--- src/rtl/lsn_pkg.sv ---
// Shared constants and types for the link speed negotiation sequencer.
// Assumes three speeds, each advertised as a full/half duplex pair.
package lsn_pkg;
    localparam int NUM_SPD = 3;
    localparam int MASK_W  = 2 * NUM_SPD;
    localparam int SPD_W   = 2;

    typedef logic [SPD_W-1:0] spd_t;

    typedef enum logic [2:0] {
        ST_SLEEP,
        ST_DELAY,
        ST_TRY,
        ST_BACKOFF,
        ST_LINKED
    } seq_state_t;
endpackage

--- src/rtl/lsn_timer.sv ---
// Saturating cycle counter with synchronous clear; done stays high once
// LIMIT-1 is reached. Assumes LIMIT >= 1.
module lsn_timer #(
    parameter int unsigned LIMIT = 16,
    localparam int unsigned CW = (LIMIT > 1) ? $clog2(LIMIT) : 1
) (
    input  logic clk,
    input  logic rst_n,
    input  logic clr,
    input  logic en,
    output logic done
);
    logic [CW-1:0] cnt;

    assign done = (cnt == CW'(LIMIT - 1));

    // count up while enabled, hold at the limit, clear on request
    always_ff @(posedge clk) begin
        if (!rst_n || clr) begin
            cnt <= '0;
        end else if (en && !done) begin
            cnt <= cnt + 1'b1;
        end
    end
endmodule

--- src/rtl/lsn_mode_sel.sv ---
// Chooses between highest-first and lowest-first ordering.
// The non-active configuration bit rules in non-active states; in the
// active state a valid policy override beats the register bit.
module lsn_mode_sel (
    input  logic nonactive,
    input  logic cfg_nonactive,
    input  logic policy_en,
    input  logic policy_low,
    input  logic reg_low,
    output logic low_first
);
    // priority selection of the ordering
    always_comb begin
        if (nonactive) begin
            low_first = cfg_nonactive;
        end else if (policy_en) begin
            low_first = policy_low;
        end else begin
            low_first = reg_low;
        end
    end
endmodule

--- src/rtl/lsn_adv_map.sv ---
// Maps (mode, step) or a forced speed onto an advertisement mask.
// With negotiation, every pair up to the top speed is offered; forced
// mode offers only the forced pair. Codes above the top speed clamp.
module lsn_adv_map
    import lsn_pkg::*;
(
    input  logic              an_en,
    input  logic              low_first,
    input  logic [1:0]        step,
    input  spd_t              force_spd,
    output logic [MASK_W-1:0] mask
);
    localparam logic [1:0] LAST = 2'(NUM_SPD - 1);

    logic [1:0] top;

    // top speed code of this attempt
    always_comb begin
        if (an_en) begin
            top = low_first ? step : (LAST - step);
        end else begin
            top = (force_spd > LAST) ? LAST : force_spd;
        end
    end

    for (genvar g = 0; g < NUM_SPD; g++) begin : g_pair
        // offer pair g when it lies inside the allowed range
        always_comb begin
            if (an_en) begin
                mask[2*g +: 2] = (2'(g) <= top) ? 2'b11 : 2'b00;
            end else begin
                mask[2*g +: 2] = (2'(g) == top) ? 2'b11 : 2'b00;
            end
        end
    end
endmodule

--- src/rtl/link_speed_sequencer.sv ---
// Top of the negotiation sequencer. A state machine waits for the start
// delay, issues attempts with a strobe and mask, waits out a timeout after
// each failure and advances (wrapping after the last step). It sleeps on
// cable loss when negotiation is enabled. The attempt result is assumed to
// be a single-cycle pulse that follows a strobe.
module link_speed_sequencer
    import lsn_pkg::*;
#(
    parameter int unsigned START_DLY = 40,
    parameter int unsigned FAIL_TMO  = 16
) (
    input  logic              clk,
    input  logic              rst_n,
    input  logic              an_enable,
    input  logic [1:0]        force_speed,
    input  logic              lplu_bit,
    input  logic              nonactive,
    input  logic              lplu_cfg_nonactive,
    input  logic              policy_en,
    input  logic              policy_low,
    input  logic              cable_present,
    input  logic              renegotiate,
    input  logic              res_valid,
    input  logic              res_ok,
    output logic [MASK_W-1:0] adv_mask,
    output logic              restart,
    output logic              link_up,
    output logic [1:0]        speed,
    output logic              clk_gate_en
);
    localparam logic [1:0] LAST = 2'(NUM_SPD - 1);

    seq_state_t        state_q, nxt;
    logic [1:0]        step_q, sel_step;
    logic              low_q, sel_low, low_sel;
    logic [MASK_W-1:0] adv_q, map_mask;
    logic              restart_q, link_q;
    spd_t              spd_q, mask_top;
    logic              start, advance, sleep_req, drop;
    logic              dly_done, bk_done;

    lsn_mode_sel u_mode (
        .nonactive     (nonactive),
        .cfg_nonactive (lplu_cfg_nonactive),
        .policy_en     (policy_en),
        .policy_low    (policy_low),
        .reg_low       (lplu_bit),
        .low_first     (low_sel)
    );

    lsn_timer #(.LIMIT(START_DLY)) u_dly (
        .clk   (clk),
        .rst_n (rst_n),
        .clr   ((state_q != ST_DELAY) || !cable_present),
        .en    (1'b1),
        .done  (dly_done)
    );

    lsn_timer #(.LIMIT(FAIL_TMO)) u_bk (
        .clk   (clk),
        .rst_n (rst_n),
        .clr   (state_q != ST_BACKOFF),
        .en    (1'b1),
        .done  (bk_done)
    );

    // step and ordering for the next attempt: first step on a fresh start
    always_comb begin
        sel_step = start ? 2'd0 : ((step_q == LAST) ? 2'd0 : step_q + 2'd1);
        sel_low  = start ? low_sel : low_q;
    end

    lsn_adv_map u_map (
        .an_en     (an_enable),
        .low_first (sel_low),
        .step      (sel_step),
        .force_spd (force_speed),
        .mask      (map_mask)
    );

    // highest speed present in the active advertisement
    always_comb begin
        mask_top = '0;
        for (int s = 0; s < NUM_SPD; s++) begin
            if (adv_q[2*s +: 2] != 2'b00) mask_top = SPD_W'(s);
        end
    end

    // next-state decision of the sequencer
    always_comb begin
        sleep_req = an_enable && !cable_present;
        drop      = renegotiate || !cable_present;
        nxt       = state_q;
        start     = 1'b0;
        advance   = 1'b0;
        unique case (state_q)
            ST_SLEEP: begin
                if (!sleep_req) nxt = ST_DELAY;
            end
            ST_DELAY: begin
                if (sleep_req) begin
                    nxt = ST_SLEEP;
                end else if (cable_present && dly_done) begin
                    nxt   = ST_TRY;
                    start = 1'b1;
                end
            end
            ST_TRY: begin
                if (sleep_req)      nxt = ST_SLEEP;
                else if (drop)      nxt = ST_DELAY;
                else if (res_valid) nxt = res_ok ? ST_LINKED : ST_BACKOFF;
            end
            ST_BACKOFF: begin
                if (sleep_req) begin
                    nxt = ST_SLEEP;
                end else if (drop) begin
                    nxt = ST_DELAY;
                end else if (bk_done) begin
                    nxt     = ST_TRY;
                    advance = 1'b1;
                end
            end
            ST_LINKED: begin
                if (sleep_req) nxt = ST_SLEEP;
                else if (drop) nxt = ST_DELAY;
            end
            default: nxt = ST_DELAY;
        endcase
    end

    // state, advertisement, strobe and link registers
    always_ff @(posedge clk) begin
        if (!rst_n) begin
            state_q   <= ST_DELAY;
            step_q    <= '0;
            low_q     <= 1'b0;
            adv_q     <= '0;
            restart_q <= 1'b0;
            link_q    <= 1'b0;
            spd_q     <= '0;
        end else begin
            state_q   <= nxt;
            restart_q <= start || advance;
            link_q    <= (nxt == ST_LINKED);
            if (start || advance) begin
                step_q <= sel_step;
                low_q  <= sel_low;
                adv_q  <= map_mask;
            end
            if (state_q == ST_TRY && nxt == ST_LINKED) begin
                spd_q <= mask_top;
            end
        end
    end

    assign adv_mask    = adv_q;
    assign restart     = restart_q;
    assign link_up     = link_q;
    assign speed       = spd_q;
    assign clk_gate_en = (state_q != ST_SLEEP);
endmodule

--- config.mk ---
export PLATFORM = sky130hd
export DESIGN_NAME = link_speed_sequencer
export DESIGN_NICKNAME = d
export VERILOG_FILES = /design/src/rtl/lsn_pkg.sv /design/src/rtl/lsn_timer.sv /design/src/rtl/lsn_mode_sel.sv /design/src/rtl/lsn_adv_map.sv /design/src/rtl/link_speed_sequencer.sv
export SDC_FILE = /design/constraint.sdc
export NUM_CORES = 1
export LEC_CHECK = 0
export ABC_AREA = 1
export BUFFER_PORTS_ARGS = -buffer_cell sky130_fd_sc_hd__buf_2
export CORE_ASPECT_RATIO = 1.4
export CORE_UTILIZATION = 55
export CTS_BUF_LIST = sky130_fd_sc_hd__clkbuf_8
export DETAILED_ROUTE_END_ITERATION = 12
export HOLD_SLACK_MARGIN = 0.08
export PLACE_DENSITY = 0.87
export SYNTH_ARGS = -nofsm -noshare
export SYNTH_HDL_FRONTEND = slang
export SYNTH_HIERARCHICAL = 1
export SYNTH_SLANG_ARGS = --single-unit
export TNS_END_PERCENT = 30
--- constraint.sdc ---
create_clock -name clk -period 2.2 [get_ports clk]
set_input_delay 0.11 -clock clk [delete_from_list [all_inputs] [get_ports clk]]
set_output_delay 0.11 -clock clk [all_outputs]
set_load 0.005 [all_outputs]
==> impl_metrics.py <==
metrics = {
    "critical_path": {
        "cp_slowest_cell": "dfxtp_2",
        "crit_arrival_ns": 2.16,
        "path_class": "flip-flop to flip-flop",
        "startpoint_type": "flip-flop",
        "crit_required_ns": 2.38,
        "crit_fanout": 8,
        "critPathMaxStageDelay_ns": 0.35,
        "regToRegStartpoint": "u_dly/cnt[0]$_SDFFE_PP0P_",
        "crit_path_start": "u_dly/cnt[0]$_SDFFE_PP0P_",
        "worst_path_most_repeated_cell": "nor2_1",
        "path_buf_inv": 3,
        "worstSetupEndpointType": "flip-flop",
        "crit_family": "simple AND/OR/NAND/NOR gates",
        "cp_cell_sequence": "ha_1 > nand2_2 > inv_2 > nand3_4 > inv_1 > nand2_2 > nor2_2 > or2_1 > o21ai_1 > inv_1 > nor2_1 > nand2_1 > nand3_1 > nand2_1 > nor2_1 > nor2_1",
    },
    "cells_and_area": {
        "finalInstanceArea_um2": 1670,
        "antennaDiodeCount": 0,
        "fill_cells": 222,
        "drive_above_1_share_pct": 22.8,
        "nets": 263,
        "syn2layout_area_growth_pct": 15.8,
    },
    "timing": {
        "setup_viol": 0,
        "hold_viol": 0,
        "timing.final.ws_setup_ns": 0.218,
        "finalSetupTns_ns": 0,
        "fin_skew_ns": 0.00218,
        "max_clock_freq_mhz": 505,
        "fin_crit_sh_pct": 90.1,
        "rsz0062_at_grt": "false",
        "period_needed_ns": 1.98,
        "maxSlewViolCount": 0,
    },
    "detailed_routing": {
        "wire_per_inst_um": 10.4,
        "drt_wl_total_mm": 2.90,
        "ant_nets": 0,
        "via_count": 1368,
        "route.detailed.drc": 0,
        "dr.first_iter.drc_count": 26,
        "dr.pass1.iters": 4,
        "via_per_inst": 4.89,
    },
    "yosys": {
        "synth_edf_count": 0,
        "ys_warn_count": 6,
        "synth_cells": 218,
        "synthArstFlopShare_pct": 0,
        "syn_area_per_cell_um2": 6.62,
        "synth_cell_types": 26,
        "yosysSeqAreaShare_pct": 36.0,
        "netlist_area_um2": 1440,
        "synth_seq_cells": 26,
        "synth_ff_type": "dfxtp_1",
    },
    "min_path": {
        "min_path_type": "input port to flip-flop",
        "hp-start": "rst_n",
    },
    "clock_network": {
        "cts-root-buf": "clkbuf_8",
        "cts_setup_buffers": 0,
        "insertion_delay_ns": 0.28,
        "numClockSinks": 26,
        "cts_htree_levels": 1,
        "clock_path_buffers": 2,
        "cts-buffers-inserted": 3,
        "path_clk_slew_ns": 0.09,
        "cts_hold_buf": 0,
        "cts_tree": "done",
    },
    "pwr": {
        "pwr-share-seq_pct": 50.7,
        "power.density_nw_per_um2": 560,
        "p_leak_nw": 0.828,
        "clkPwrFrac_pct": 42.8,
        "p_comb_share_pct": 6.5,
        "switching_power_w": 0.000199,
        "peakVddDrop_mv": 0.699,
        "p_int_w": 0.000738,
        "switching_share_pct": 21.2,
    },
    "grt": {
        "grt_first_pass_wirelength_mm": 5.09,
        "overflow": 0,
        "grt_pass1_vias": 1309,
        "grt_max_degree": 16,
        "track_usage_pct": 23.7,
        "antenna_found_initial": 0,
    },
    "die": {
        "die_w_um": 45.3,
        "die_area_um2": 2840,
        "die_y_um": 62.6,
        "core_area_um2": 2440,
        "rows": 21,
        "start_util_pct": 59.1,
        "boundaryPins": 25,
    },
    "placed_design": {
        "gp_congestion": 0.891,
        "dp_slack_ns": 0.201,
        "hpwl_mm": 2.19,
        "place_area_um2": 1600,
        "io_buffers": 24,
    },
    "status": {
        "status": "completed",
    },
    "run": {
        "maxCapViolations": 0,
    },
}
## routing by layer
layer | part of all wire, % | track usage, % | up-vias
met5 | 0 | 0 | -
met1 | 41 | 25.1 | 590
li1 | - | - | 740
met2 | 53 | 41.7 | 32
met3 | 3.2 | 4.05 | 6
met4 | 1.9 | 12.9 | 0
## power groups by stage
stage | combinational (W) | sequential, W | clock, W
6_report | 0.0000610 | 0.000475 | 0.000400
3_5_place_dp | 0.0000594 | 0.000486 | 0
2_1_floorplan | 0.0000403 | 0.000485 | 0
5_1_grt | 0.0000696 | 0.000475 | 0.000421
4_1_cts | 0.0000601 | 0.000475 | 0.000408
3_3_place_gp | 0.0000588 | 0.000486 | 0
## worst paths after layout
| kind | to | slack, ns | cells after the start |
|---|---|---|---|
| setup / recovery | adv_mask[3]$_SDFFE_PN0P_ | 0.22 | 16 |
| hold / removal | step_q[0]$_SDFFE_PN0P_ | 0.15 | 3 |
| setup reg to reg | adv_mask[3]$_SDFFE_PN0P_ | 0.22 | 16 |
| hold reg to reg | speed[1]$_SDFFE_PN0P_ | 0.46 | 2 |
## sequential cells by signal (all words and copies together), names as in the netlist
signal and cells:
u_dly/cnt 6, speed 2, u_bk/cnt 4, adv_mask 6, state_q 3, step_q 2
low_q 1, link_up 1, restart 1
## cell type report
cell class / count / area [um^2] / share of cell area, %
Clock inverter: 1 / 30.0 / 1.80
Multi-Input combinational cell: 156 / 773 / 46.3
Timing Repair Buffer: 25 / 128 / 7.63
Sequential cell: 26 / 523 / 31.3
Clock buffer: 3 / 41.3 / 2.47
Tap cell: 34 / 42.5 / 2.54
Inverter: 35 / 134 / 8.01
## per-stage QoR
step	util [%]	power, W	std cells	hold WS, ns
4_1_cts	68.2	0.000943	280	0.150
2_1_floorplan	-	0.000525	221	0.236
3_5_place_dp	65.3	0.000545	276	0.444
5_1_grt	68.4	0.000966	280	0.165
6_report	68.4	0.000936	280	0.155
3_3_place_gp	65.3	0.000544	276	0.436
## Yosys cell counts (2+ instances only)
cell type / n / share of area (%)
o21ai_0: 13 / 4.5
a21oi_1: 10 / 3.5
nor3_2: 2 / 1.4
inv_2: 5 / 1.3
dfxtp_1: 26 / 36
nand2_2: 5 / 2.2
buf_4: 4 / 2.1
o21ai_1: 3 / 1.0
nor2_1: 40 / 10
ha_1: 2 / 1.7
inv_1: 29 / 7.5
nand2_1: 42 / 11
nand3_1: 14 / 4.9
nand4_1: 5 / 2.2
or2_1: 2 / 0.87
nand3_2: 4 / 2.8
nor2_2: 3 / 1.3
## kinds of logic (layout without fill, tap and decap cells)
group                    after synthesis  count (layout)  share of synthesized area (%)
AO/OA/AOI/OAI                         29              29                           10.7
adder cells (fa/ha/maj)                2               2                           1.73
buffers and inverters                 39              64                           11.4
flip-flops                            26              26                           36.0
other                                  1               4                          0.260
AND/OR/NAND/NOR                      121             121                           39.9
## cells in the final DEF, fill, tap and decap left out, drive strengths merged
cell,Yosys,final
a21oi,11,11
buf,4,25
bufinv,0,1
clkbuf,0,3
conb,1,4
dfxtp,26,26
ha,2,2
inv,35,35
nand2,48,48
nand3,19,19
nand4,5,5
nor2,44,44
nor3,3,3
o211ai,1,1
o21ai,16,16
o21bai,1,1
or2,2,2
## tightest hold or removal path: cells and delay by family
family | cells | cell delay [ns]
buffers and inverters | 1 | 0.16
AND/OR/NAND/NOR | 2 | 0.12
## what timing repair did
| action | 4_1_cts | 5_1_grt |
|---|---|---|
| endpoints found under the hold margin | 0 | 0 |
| endpoints found under the setup margin | 0 | 2 |
| resized for setup | 0 | 3 |
Power figures use the tool's default switching activity.
